$ cat config.mk
export PLATFORM = sky130hd
export DESIGN_NAME = chg_indicator
export DESIGN_NICKNAME = d
export VERILOG_FILES = /design/src/rtl/chg_ind_pkg.sv /design/src/rtl/chg_stat_drv.sv /design/src/rtl/chg_irq_pulse.sv /design/src/rtl/chg_indicator.sv
export SDC_FILE = /design/constraint.sdc
export NUM_CORES = 1
export LEC_CHECK = 0
export ABC_AREA = 0
export CAP_MARGIN = 10
export CORE_MARGIN = 1.5
export CORE_UTILIZATION = 35
export CTS_CLUSTER_DIAMETER = 150
export DETAILED_ROUTE_END_ITERATION = 10
export PLACE_DENSITY = 0.48
export SYNTH_ARGS = -nofsm -noshare
export SYNTH_HDL_FRONTEND = slang
export SYNTH_SLANG_ARGS = --single-unit
export TNS_END_PERCENT = 1
$ cat constraint.sdc
create_clock -name clk_i -period 2.8 [get_ports clk_i]
set_clock_uncertainty 0.15 [all_clocks]
set_input_delay 0.56 -clock clk_i [delete_from_list [all_inputs] [get_ports clk_i]]
set_output_delay 0.56 -clock clk_i [all_outputs]
set_load 0.02 [all_outputs]
$ cat src/rtl/chg_ind_pkg.sv
package chg_ind_pkg;

    typedef enum logic [1:0] {
        CHG_SLEEP  = 2'b00,
        CHG_ACTIVE = 2'b01,
        CHG_DONE   = 2'b10,
        CHG_FAULT  = 2'b11
    } chg_state_e;

    localparam logic [1:0] MON_OFF = 2'b11;

endpackage

$ cat src/rtl/chg_stat_drv.sv
module chg_stat_drv
    import chg_ind_pkg::*;
#(
    parameter int unsigned HALF_TICKS = 500000
) (
    input  logic       clk_i,
    input  logic       rst_ni,
    input  logic [1:0] state_i,
    input  logic [1:0] mon_i,
    input  logic       tick_i,
    output logic       pull_o
);

    localparam int unsigned BCW = $clog2(HALF_TICKS + 1);

    typedef struct packed {
        logic [BCW-1:0] cnt;
        logic           low_half;
        logic           pull;
    } stat_t;

    stat_t stat_d, stat_q;
    logic  enabled;
    logic  in_fault;

    always_comb begin
        stat_d   = stat_q;
        enabled  = (mon_i != MON_OFF);
        in_fault = enabled && (state_i == CHG_FAULT);
        if (!in_fault) begin
            stat_d.cnt      = '0;
            stat_d.low_half = 1'b1;
            stat_d.pull     = enabled && (state_i == CHG_ACTIVE);
        end else begin
            if (tick_i) begin
                if (stat_q.cnt == BCW'(HALF_TICKS - 1)) begin
                    stat_d.cnt      = '0;
                    stat_d.low_half = ~stat_q.low_half;
                end else begin
                    stat_d.cnt = stat_q.cnt + 1'b1;
                end
            end
            stat_d.pull = stat_d.low_half;
        end
    end

    always_ff @(posedge clk_i or negedge rst_ni) begin
        if (!rst_ni) begin
            stat_q <= '{cnt: '0, low_half: 1'b1, pull: 1'b0};
        end else begin
            stat_q <= stat_d;
        end
    end

    assign pull_o = stat_q.pull;


    mon_off_chk: assert property (@(posedge clk_i) disable iff (!rst_ni)
        (mon_i == MON_OFF) |=> !pull_o);


    charging_low_chk: assert property (@(posedge clk_i) disable iff (!rst_ni)
        (mon_i != MON_OFF && state_i == CHG_ACTIVE) |=> pull_o);


    idle_release_chk: assert property (@(posedge clk_i) disable iff (!rst_ni)
        (mon_i != MON_OFF && (state_i == CHG_SLEEP || state_i == CHG_DONE)) |=> !pull_o);


    fault_entry_chk: assert property (@(posedge clk_i) disable iff (!rst_ni)
        $rose(in_fault) |=> pull_o);


    blink_cnt_chk: assert property (@(posedge clk_i) disable iff (!rst_ni)
        stat_q.cnt < BCW'(HALF_TICKS));


    blink_hold_chk: assert property (@(posedge clk_i) disable iff (!rst_ni)
        (in_fault && !tick_i && stat_q.pull) |=> pull_o);

endmodule

$ cat src/rtl/chg_irq_pulse.sv
module chg_irq_pulse #(
    parameter int unsigned PULSE_TICKS = 256
) (
    input  logic clk_i,
    input  logic rst_ni,
    input  logic evt_i,
    input  logic tick_i,
    output logic pull_o
);

    localparam int unsigned PCW = $clog2(PULSE_TICKS + 1);

    typedef struct packed {
        logic [PCW-1:0] cnt;
        logic           active;
    } irq_t;

    irq_t irq_d, irq_q;

    always_comb begin
        irq_d = irq_q;
        if (evt_i) begin
            irq_d.active = 1'b1;
            irq_d.cnt    = '0;
        end else if (irq_q.active && tick_i) begin
            if (irq_q.cnt == PCW'(PULSE_TICKS - 1)) begin
                irq_d.active = 1'b0;
                irq_d.cnt    = '0;
            end else begin
                irq_d.cnt = irq_q.cnt + 1'b1;
            end
        end
    end

    always_ff @(posedge clk_i or negedge rst_ni) begin
        if (!rst_ni) begin
            irq_q <= '0;
        end else begin
            irq_q <= irq_d;
        end
    end

    assign pull_o = irq_q.active;


    evt_start_chk: assert property (@(posedge clk_i) disable iff (!rst_ni)
        evt_i |=> pull_o);


    no_spurious_chk: assert property (@(posedge clk_i) disable iff (!rst_ni)
        (!pull_o && !evt_i) |=> !pull_o);


    hold_no_tick_chk: assert property (@(posedge clk_i) disable iff (!rst_ni)
        (pull_o && !tick_i) |=> pull_o);


    restart_chk: assert property (@(posedge clk_i) disable iff (!rst_ni)
        (pull_o && evt_i) |=> (pull_o && irq_q.cnt == '0));


    width_range_chk: assert property (@(posedge clk_i) disable iff (!rst_ni)
        irq_q.cnt < PCW'(PULSE_TICKS));

endmodule

$ cat src/rtl/chg_indicator.sv
module chg_indicator #(
    parameter int unsigned PULSE_TICKS      = 256,
    parameter int unsigned BLINK_HALF_TICKS = 500000
) (
    input  logic       clk_i,
    input  logic       rst_ni,
    input  logic [1:0] chg_state_i,
    input  logic       evt_i,
    input  logic [1:0] mon_mode_i,
    input  logic       tick_i,
    output logic       stat_pull_o,
    output logic       irq_pull_o
);

    chg_stat_drv #(
        .HALF_TICKS (BLINK_HALF_TICKS)
    ) u_stat (
        .clk_i   (clk_i),
        .rst_ni  (rst_ni),
        .state_i (chg_state_i),
        .mon_i   (mon_mode_i),
        .tick_i  (tick_i),
        .pull_o  (stat_pull_o)
    );

    chg_irq_pulse #(
        .PULSE_TICKS (PULSE_TICKS)
    ) u_irq (
        .clk_i  (clk_i),
        .rst_ni (rst_ni),
        .evt_i  (evt_i),
        .tick_i (tick_i),
        .pull_o (irq_pull_o)
    );


    reset_idle_chk: assert property (@(posedge clk_i)
        !rst_ni |=> (!stat_pull_o && !irq_pull_o));

endmodule

==> results of run 1 <==
worst max-delay path by stage:
stage                                 start           endpoint
final                      u_stat.stat_q[2]   u_stat.stat_q[5]
after detailed placement     chg_state_i[0]   u_stat.stat_q[7]
after CTS                 u_stat.stat_q[14]   u_stat.stat_q[5]
after global routing       u_stat.stat_q[2]   u_stat.stat_q[5]
after floorplan              chg_state_i[0]  u_stat.stat_q[19]
after global placement       chg_state_i[0]  u_stat.stat_q[12]
sequential cells by signal (all words and copies together), names as in the netlist:
register       cells
u_stat.pull_o      1
u_irq.pull_o       1
u_irq.irq_q        9
u_stat.stat_q     20
power groups by stage:
stage	Combinational (mW)	Clock, mW	Sequential (mW)
floorplan	0.0281	0	0.465
global placement	0.0611	0	0.464
detailed placement	0.0623	0	0.464
CTS	0.0625	0.400	0.456
global route	0.0691	0.428	0.456
finish	0.0609	0.389	0.456
cells by family (layout without fill, tap and decap cells):
| group | Yosys count | in the layout | synth area share |
|---|---|---|---|
| multiplexers | 4 | 4 | 0.0247 |
| flip-flops | 31 | 31 | 0.465 |
| AND/OR/NAND/NOR | 83 | 83 | 0.274 |
| AO/OA/AOI/OAI | 41 | 41 | 0.162 |
| buffers and inverters | 12 | 28 | 0.0337 |
| adder cells (fa/ha/maj) | 2 | 2 | 0.0150 |
| XOR/XNOR | 5 | 5 | 0.0262 |
layout make-up:
type                            instances  area share
Clock buffer                            8      0.0516
Sequential cell                        31       0.401
Timing Repair Buffer                   16      0.0736
Multi-Input combinational cell        135       0.433
Tap cell                               52      0.0336
Inverter                                4     0.00775
placed cells by master (no fill, tap or decap), types with 4 or more instances in the layout:
master | Yosys | layout
sky130_fd_sc_hd__nand4_1 | 6 | 6
sky130_fd_sc_hd__o21ai_1 | 5 | 5
sky130_fd_sc_hd__and3_1 | 5 | 5
sky130_fd_sc_hd__clkbuf_8 | 0 | 7
sky130_fd_sc_hd__dfrtp_1 | 30 | 30
sky130_fd_sc_hd__nor3_1 | 11 | 11
sky130_fd_sc_hd__nand3_1 | 16 | 16
sky130_fd_sc_hd__a21o_1 | 5 | 5
sky130_fd_sc_hd__nor2_1 | 10 | 10
sky130_fd_sc_hd__buf_4 | 0 | 7
sky130_fd_sc_hd__a22o_1 | 5 | 5
sky130_fd_sc_hd__inv_1 | 4 | 4
sky130_fd_sc_hd__o21ai_0 | 6 | 6
sky130_fd_sc_hd__a21oi_1 | 8 | 8
sky130_fd_sc_hd__nand2_1 | 16 | 16
sky130_fd_sc_hd__clkdlybuf4s50_1 | 0 | 9
stage by stage:
| stage | hold slack, ps | power (mW) | worst slack, ps | std cells | area (um2) |
|---|---|---|---|---|---|
| 3_3_place_gp | 333 | 0.525 | 429 | 238 | 1840 |
| 4_1_cts | 353 | 0.918 | 548 | 246 | 1940 |
| 5_1_grt | 371 | 0.953 | 459 | 246 | 1940 |
| 2_1_floorplan | 114 | 0.493 | 772 | 178 | 1670 |
| 3_5_place_dp | 344 | 0.526 | 391 | 238 | 1840 |
| 6_report | 345 | 0.906 | 561 | 246 | 1940 |
per-layer routing:
layer / global-route usage / vias to the layer above / share of wire
met5: 0 / - / 0
met4: 0.0776 / 0 / 0.015
met3: 0.0375 / 6 / 0.030
met2: 0.269 / 17 / 0.48
met1: 0.186 / 671 / 0.47
li1: - / 688 / -
==> results.txt, run 1 <==
----------------------------------------------------
[Run status]
  Result of the run ... finished, final reports clean

[Synthesis]
  Top post-synthesis cells by count ... 30 x sky130_fd_sc_hd__dfrtp_1, 16 x sky130_fd_sc_hd__nand2_1, 16 x sky130_fd_sc_hd__nand3_1
  Flip-flop and latch count after synthesis ... 31
  Largest cells by area after synthesis ... sky130_fd_sc_hd__dfrtp_1 45%, sky130_fd_sc_hd__nand3_1 4.8%, sky130_fd_sc_hd__nand2_1 3.6%
  Count of unique library cells instantiated by Yosys ... 41
  Nets in the synthesized netlist ... 188
  Synthesized area divided by synthesized cell count ... 9.39 um2
  Share of flip-flops with an asynchronous set or reset ... 1.00
  Post-Syn Area ... 1670 um2
  Post-synth EDFFs ... 0
  Largest area contributor in the synthesized netlist ... sky130_fd_sc_hd__dfrtp_1
  Cells after synthesis ... roughly 180
  Primary flip-flop cell chosen by synthesis mapping ... sky130_fd_sc_hd__dfrtp_1
  Yosys warning count ... 0
  Share of the synthesized area in the top cell type ... 0.449
  Sequential element share of the synthesized area ... 0.465
  Most used standard cell by instance count after synthesis ... sky130_fd_sc_hd__dfrtp_1

[Worst hold path]
  Class of the tightest hold or removal check ... reg2reg
  Destination of the worst hold path ... u_irq.irq_q[8]
  Min-delay src ... u_irq.irq_q[8]
  Worst hold path stage count ... 1

[Critical path]
  Slack of the worst reg-to-reg path ... 560 ps
  Nature of the critical path endpoint ... flip-flop
  Data required time at the worst endpoint ... 2820 ps
  Setup Crit Path Kind ... reg2reg
  Worst Reg2Reg Path Length in Cells ... 7
  Largest fanout of any net on the critical path ... 15
  Worst setup SP type ... flip-flop
  Capture point of the worst reg-to-reg path ... u_stat.stat_q[5]
  Critical path buffer and inverter count ... 1
  Cells along the critical path ... ha_1 -> nand3_1 -> nor3b_1 -> a21oi_2 -> buf_4 -> and3_1 -> a211o_1
  Crit path max-delay family ... simple AND/OR/NAND/NOR gates
  Number of logic stages on the critical path including buffering ... 7
  Slowest library cell on the worst path ... sky130_fd_sc_hd__dfrtp_1
  Startpoint of the most critical register-to-register path ... u_stat.stat_q[2]
  Crit path largest cell delay ... between 400 and 500 ps
  Arrival time at the worst endpoint ... approximately 2300 ps

[Timing]
  Max Slew Vio Count ... 0
  Maximum achievable frequency ... 447 MHz
  Ratio of final minimum period to clock period ... 0.800
  Hold violation total from the final report ... 0
  Final Setup Violations ... 0
  Setup repair after global routing missed its margin ... no
  Final-layout setup total negative slack ... 0 ps
  Min Clock Period, post-route ... 2240 ps
  Rel. slew slack ... 0.705
  Worst-margin pin slew ... 439 ps

[Floorplan]
  Top-Level Pins ... 10
  Area of the core ... between 4000 and 5000 um2
  Die width ... 72.1 um
  Area of the die ... 5200 um2
  Rows ... 24
  Starting utilization of the core area ... 0.374
  Die extent in y ... approximately 72 um

[Power]
  Internal power of the cells ... roughly 700 uW
  Power Dens Cells ... 468 nW/um2
  Worst vdd rail ir drop ... 0.187 mV
  Lkg Pwr ... 0.815 nW
  Switching Share ... 0.224
  Share of power burned in registers ... 0.503
  Part of the total power dissipated in the clock network ... 0.430
  Share of power burned in combinational logic ... 0.067
  Net Switching ... about 200 uW

[Final layout]
  Share of layout cells above drive strength 1 ... 0.108
  Post-Route Utilization ... 0.433
  Net count, final ... between 200 and 250
  Final antenna diode count ... 0
  Area grow syn2layout ... 15.9%
  Multi-input logic area ... 838 um2
  Number of fill cells in the layout ... 441
  Combined flip-flop and latch cell area ... 777 um2

[Detailed routing]
  Post-detailed-route count of antenna-violating nets ... 0
  Drt pass-1 iters ... 4
  Detailed Route WL ... 3.58 mm
  Vias after detailed routing ... 1382
  Per-cell routed wire length ... around 15 um
  Drc violations ... 0
  Vias per Instance ... 5.62
  DR iter-0 viols ... 74

[Placed design]
  Number of buffers added on ports ... 9
  Post-DP HPWL ... 2.55 mm
  Final weighted congestion in routability-driven placement ... 0.737

[Global routing]
  Wire length of the first global-routing pass ... ~6.3 mm
  Total routing resource utilization after global routing ... 0.157
  Number of global-route vias before repair ... 1388
  Total congestion overflow after global routing ... 0
  Maximum number of pins on one net before global-route repair ... 32
  Initial antenna violation count ... 0

[Clock tree]
  Count of instances resized after the clock tree is built ... 0
  Maximum level of the CTS H-tree ... 2
  Master cell of the clock root buffer ... sky130_fd_sc_hd__clkbuf_8
  Skew-Pair Late Insertion Delay ... 290 ps
  CTS Sinks ... 31
  TritonCTS clock tree ... yes
  Cts bufs inserted ... 5
  Setup Buffers After CTS ... 0
  Hold-fix buffers at CTS ... 0
  Deepest clock path buffer count ... 2
  CTS clock-pin slew for the worst setup and hold paths ... 60 ps

[Job]
  Max Cap Viol ... 0

----------------------------------------------------
Note: power is estimated with default switching activity, not from simulation.
==> run 2, diff against run 1 <==
PLACE_DENSITY = 0.5   (was 0.48)
clock period = 2.04 ns   (was 2.8 ns; I/O delays follow)
==> results.txt, run 2 (synthesized netlist as in run 1, its figures left out) <==
----------------------------------------------------
[Clock tree]
  CTS clock-pin slew for the worst setup and hold paths ... 70 ps
  CTS Sinks ... 31
  TritonCTS clock tree ... yes
  Cts bufs inserted ... 5
  Deepest clock path buffer count ... 2
  Maximum level of the CTS H-tree ... 2
  Skew-Pair Late Insertion Delay ... 280 ps
  Master cell of the clock root buffer ... sky130_fd_sc_hd__clkbuf_8
  Hold-fix buffers at CTS ... 0

[Timing]
  Final-layout setup total negative slack ... -776 ps
  Hold violation total from the final report ... 0
  Maximum achievable frequency ... 462 MHz
  Worst-margin pin slew ... 418 ps
  Setup repair after global routing missed its margin ... yes
  Rel. slew slack ... 0.721
  Setup slack of the critical path after layout ... -125 ps
  Final Setup Violations ... 12
  Max Slew Vio Count ... 0
  Min Clock Period, post-route ... 2170 ps
  Ratio of final minimum period to clock period ... 1.06

[Critical path]
  Critical path buffer and inverter count ... 2
  Arrival time at the worst endpoint ... 2180 ps
  Data required time at the worst endpoint ... 2060 ps
  Cells along the critical path ... or4_4 -> nor4_4 -> buf_4 -> a21oi_2 -> buf_12 -> and3_4 -> a211o_1
  Setup Crit Path Kind ... reg2reg
  Slowest library cell on the worst path ... sky130_fd_sc_hd__or4_4
  Crit path max-delay family ... simple AND/OR/NAND/NOR gates
  Largest fanout of any net on the critical path ... 4
  Crit path largest cell delay ... approximately 550 ps
  Slack of the worst reg-to-reg path ... -130 ps
  Worst setup SP type ... flip-flop
  Nature of the critical path endpoint ... flip-flop

[Global routing]
  Total routing resource utilization after global routing ... 0.169
  Wire length of the first global-routing pass ... slightly below 7 mm
  Number of global-route vias before repair ... between 1500 and 2000
  Initial antenna violation count ... 0
  Maximum number of pins on one net before global-route repair ... 32
  Total congestion overflow after global routing ... 0

[Floorplan]
  Area of the core ... 4470 um2
  Top-Level Pins ... 10
  Die width ... 72.1 um
  Area of the die ... 5200 um2
  Starting utilization of the core area ... 0.374
  Die extent in y ... 72.1 um
  Rows ... 24

[Final layout]
  Number of flip-flops under the largest register name ... 20
  Leading cell type in the layout, fill and taps excluded ... sky130_fd_sc_hd__dfrtp_1
  Area grow syn2layout ... 30.1%
  Non-filler cells in the finished layout ... 268
  Final antenna diode count ... 0
  Largest Register ... u_stat.stat_q
  Share of layout cells above drive strength 1 ... 0.231
  Net count, final ... 225
  Largest registers ... u_stat.stat_q x20, u_irq.irq_q x9
  Most frequent cells in the layout ... 30 x sky130_fd_sc_hd__dfrtp_1, 25 x sky130_fd_sc_hd__buf_4, 16 x sky130_fd_sc_hd__nand2_1

[Detailed routing]
  Vias per Instance ... 5.49
  DR iter-0 viols ... 103
  Vias after detailed routing ... 1472
  Post-detailed-route count of antenna-violating nets ... 0
  Drt pass-1 iters ... 4
  Per-cell routed wire length ... 14.4 um
  Drc violations ... 0
  Detailed Route WL ... 3.87 mm

[Power]
  Power Dens Cells ... between 500 and 600 nW/um2
  Worst vdd rail ir drop ... 0.329 mV
  Lkg Pwr ... 0.944 nW

[Worst hold path]
  Class of the tightest hold or removal check ... reg2reg

[Run status]
  Violated checks ... setup timing
  Result of the run ... finished, violations left

[Placed design]
  Post-DP HPWL ... 2.67 mm
  Final weighted congestion in routability-driven placement ... around 0.76
  Number of buffers added on ports ... 9
  Placed instance count ... roughly 260

[Job]
  Max Cap Viol ... 0

----------------------------------------------------
run 2: cell types whose count changed in the layout (fill, tap and decap cells not counted), sizes merged:
cell / change
buf: +21
a21o: +1
run 2: area by class of cell:
| cell class | count | area [um2] |
|---|---|---|
| fill | 438 | 2300 |
| inverter | 4 | 15.0 |
| multi-input combinational | 136 | 888 |
| sequential | 31 | 777 |
| timing repair buffer | 37 | 329 |
| clock buffer | 8 | 100 |
| tap | 52 | 65.1 |
run 2: per-layer routing:
metal,vias to the layer above,GRT usage,share of wire
li1,737,-,-
met1,712,0.204,0.47
met2,14,0.290,0.49
met3,9,0.0389,0.020
met4,0,0.0734,0.021
met5,-,0,0
run 2: final timing paths:
check,from,to,cells past startpoint
max in group asynchronous,rst_ni,u_stat.stat_q[1],2
max reg2reg,u_stat.stat_q[12],u_stat.stat_q[5],7
max,u_stat.stat_q[12],u_stat.stat_q[5],7
min,u_irq.irq_q[8],u_irq.irq_q[8],1
min in group asynchronous,rst_ni,u_stat.stat_q[3],2
min reg2reg,u_irq.irq_q[8],u_irq.irq_q[8],1
run 2: repair_timing:
item / 4_1_cts / 5_1_grt
pin swaps: 0 / 8
gates resized for setup: 2 / 12
cloned: 0 / 1
endpoints found under the setup margin: 8 / 18
setup buffers: 0 / 3
endpoints found under the hold margin: 0 / 0
run 2: report_power, final:
part	total (mW)	internal, mW	switching (mW)	leakage (nW)
Clock	0.529	0.308	0.221	0.0515
Combinational	0.104	0.0509	0.0534	0.472
Sequential	0.625	0.621	0.00387	0.421
run 2: stage by stage:
step / instance area [um2] / power [mW] / hold slack [ps] / util / setup slack (ps)
floorplan: 1670 / 0.676 / -37.6 / - / 74.0
global placement: 1990 / 0.730 / 337 / 0.444 / -241
detailed placement: 1990 / 0.732 / 338 / 0.444 / -290
CTS: 2090 / 1.27 / 349 / 0.467 / -135
global route: 2170 / 1.31 / 388 / 0.486 / -161
finish: 2170 / 1.26 / 355 / 0.486 / -125
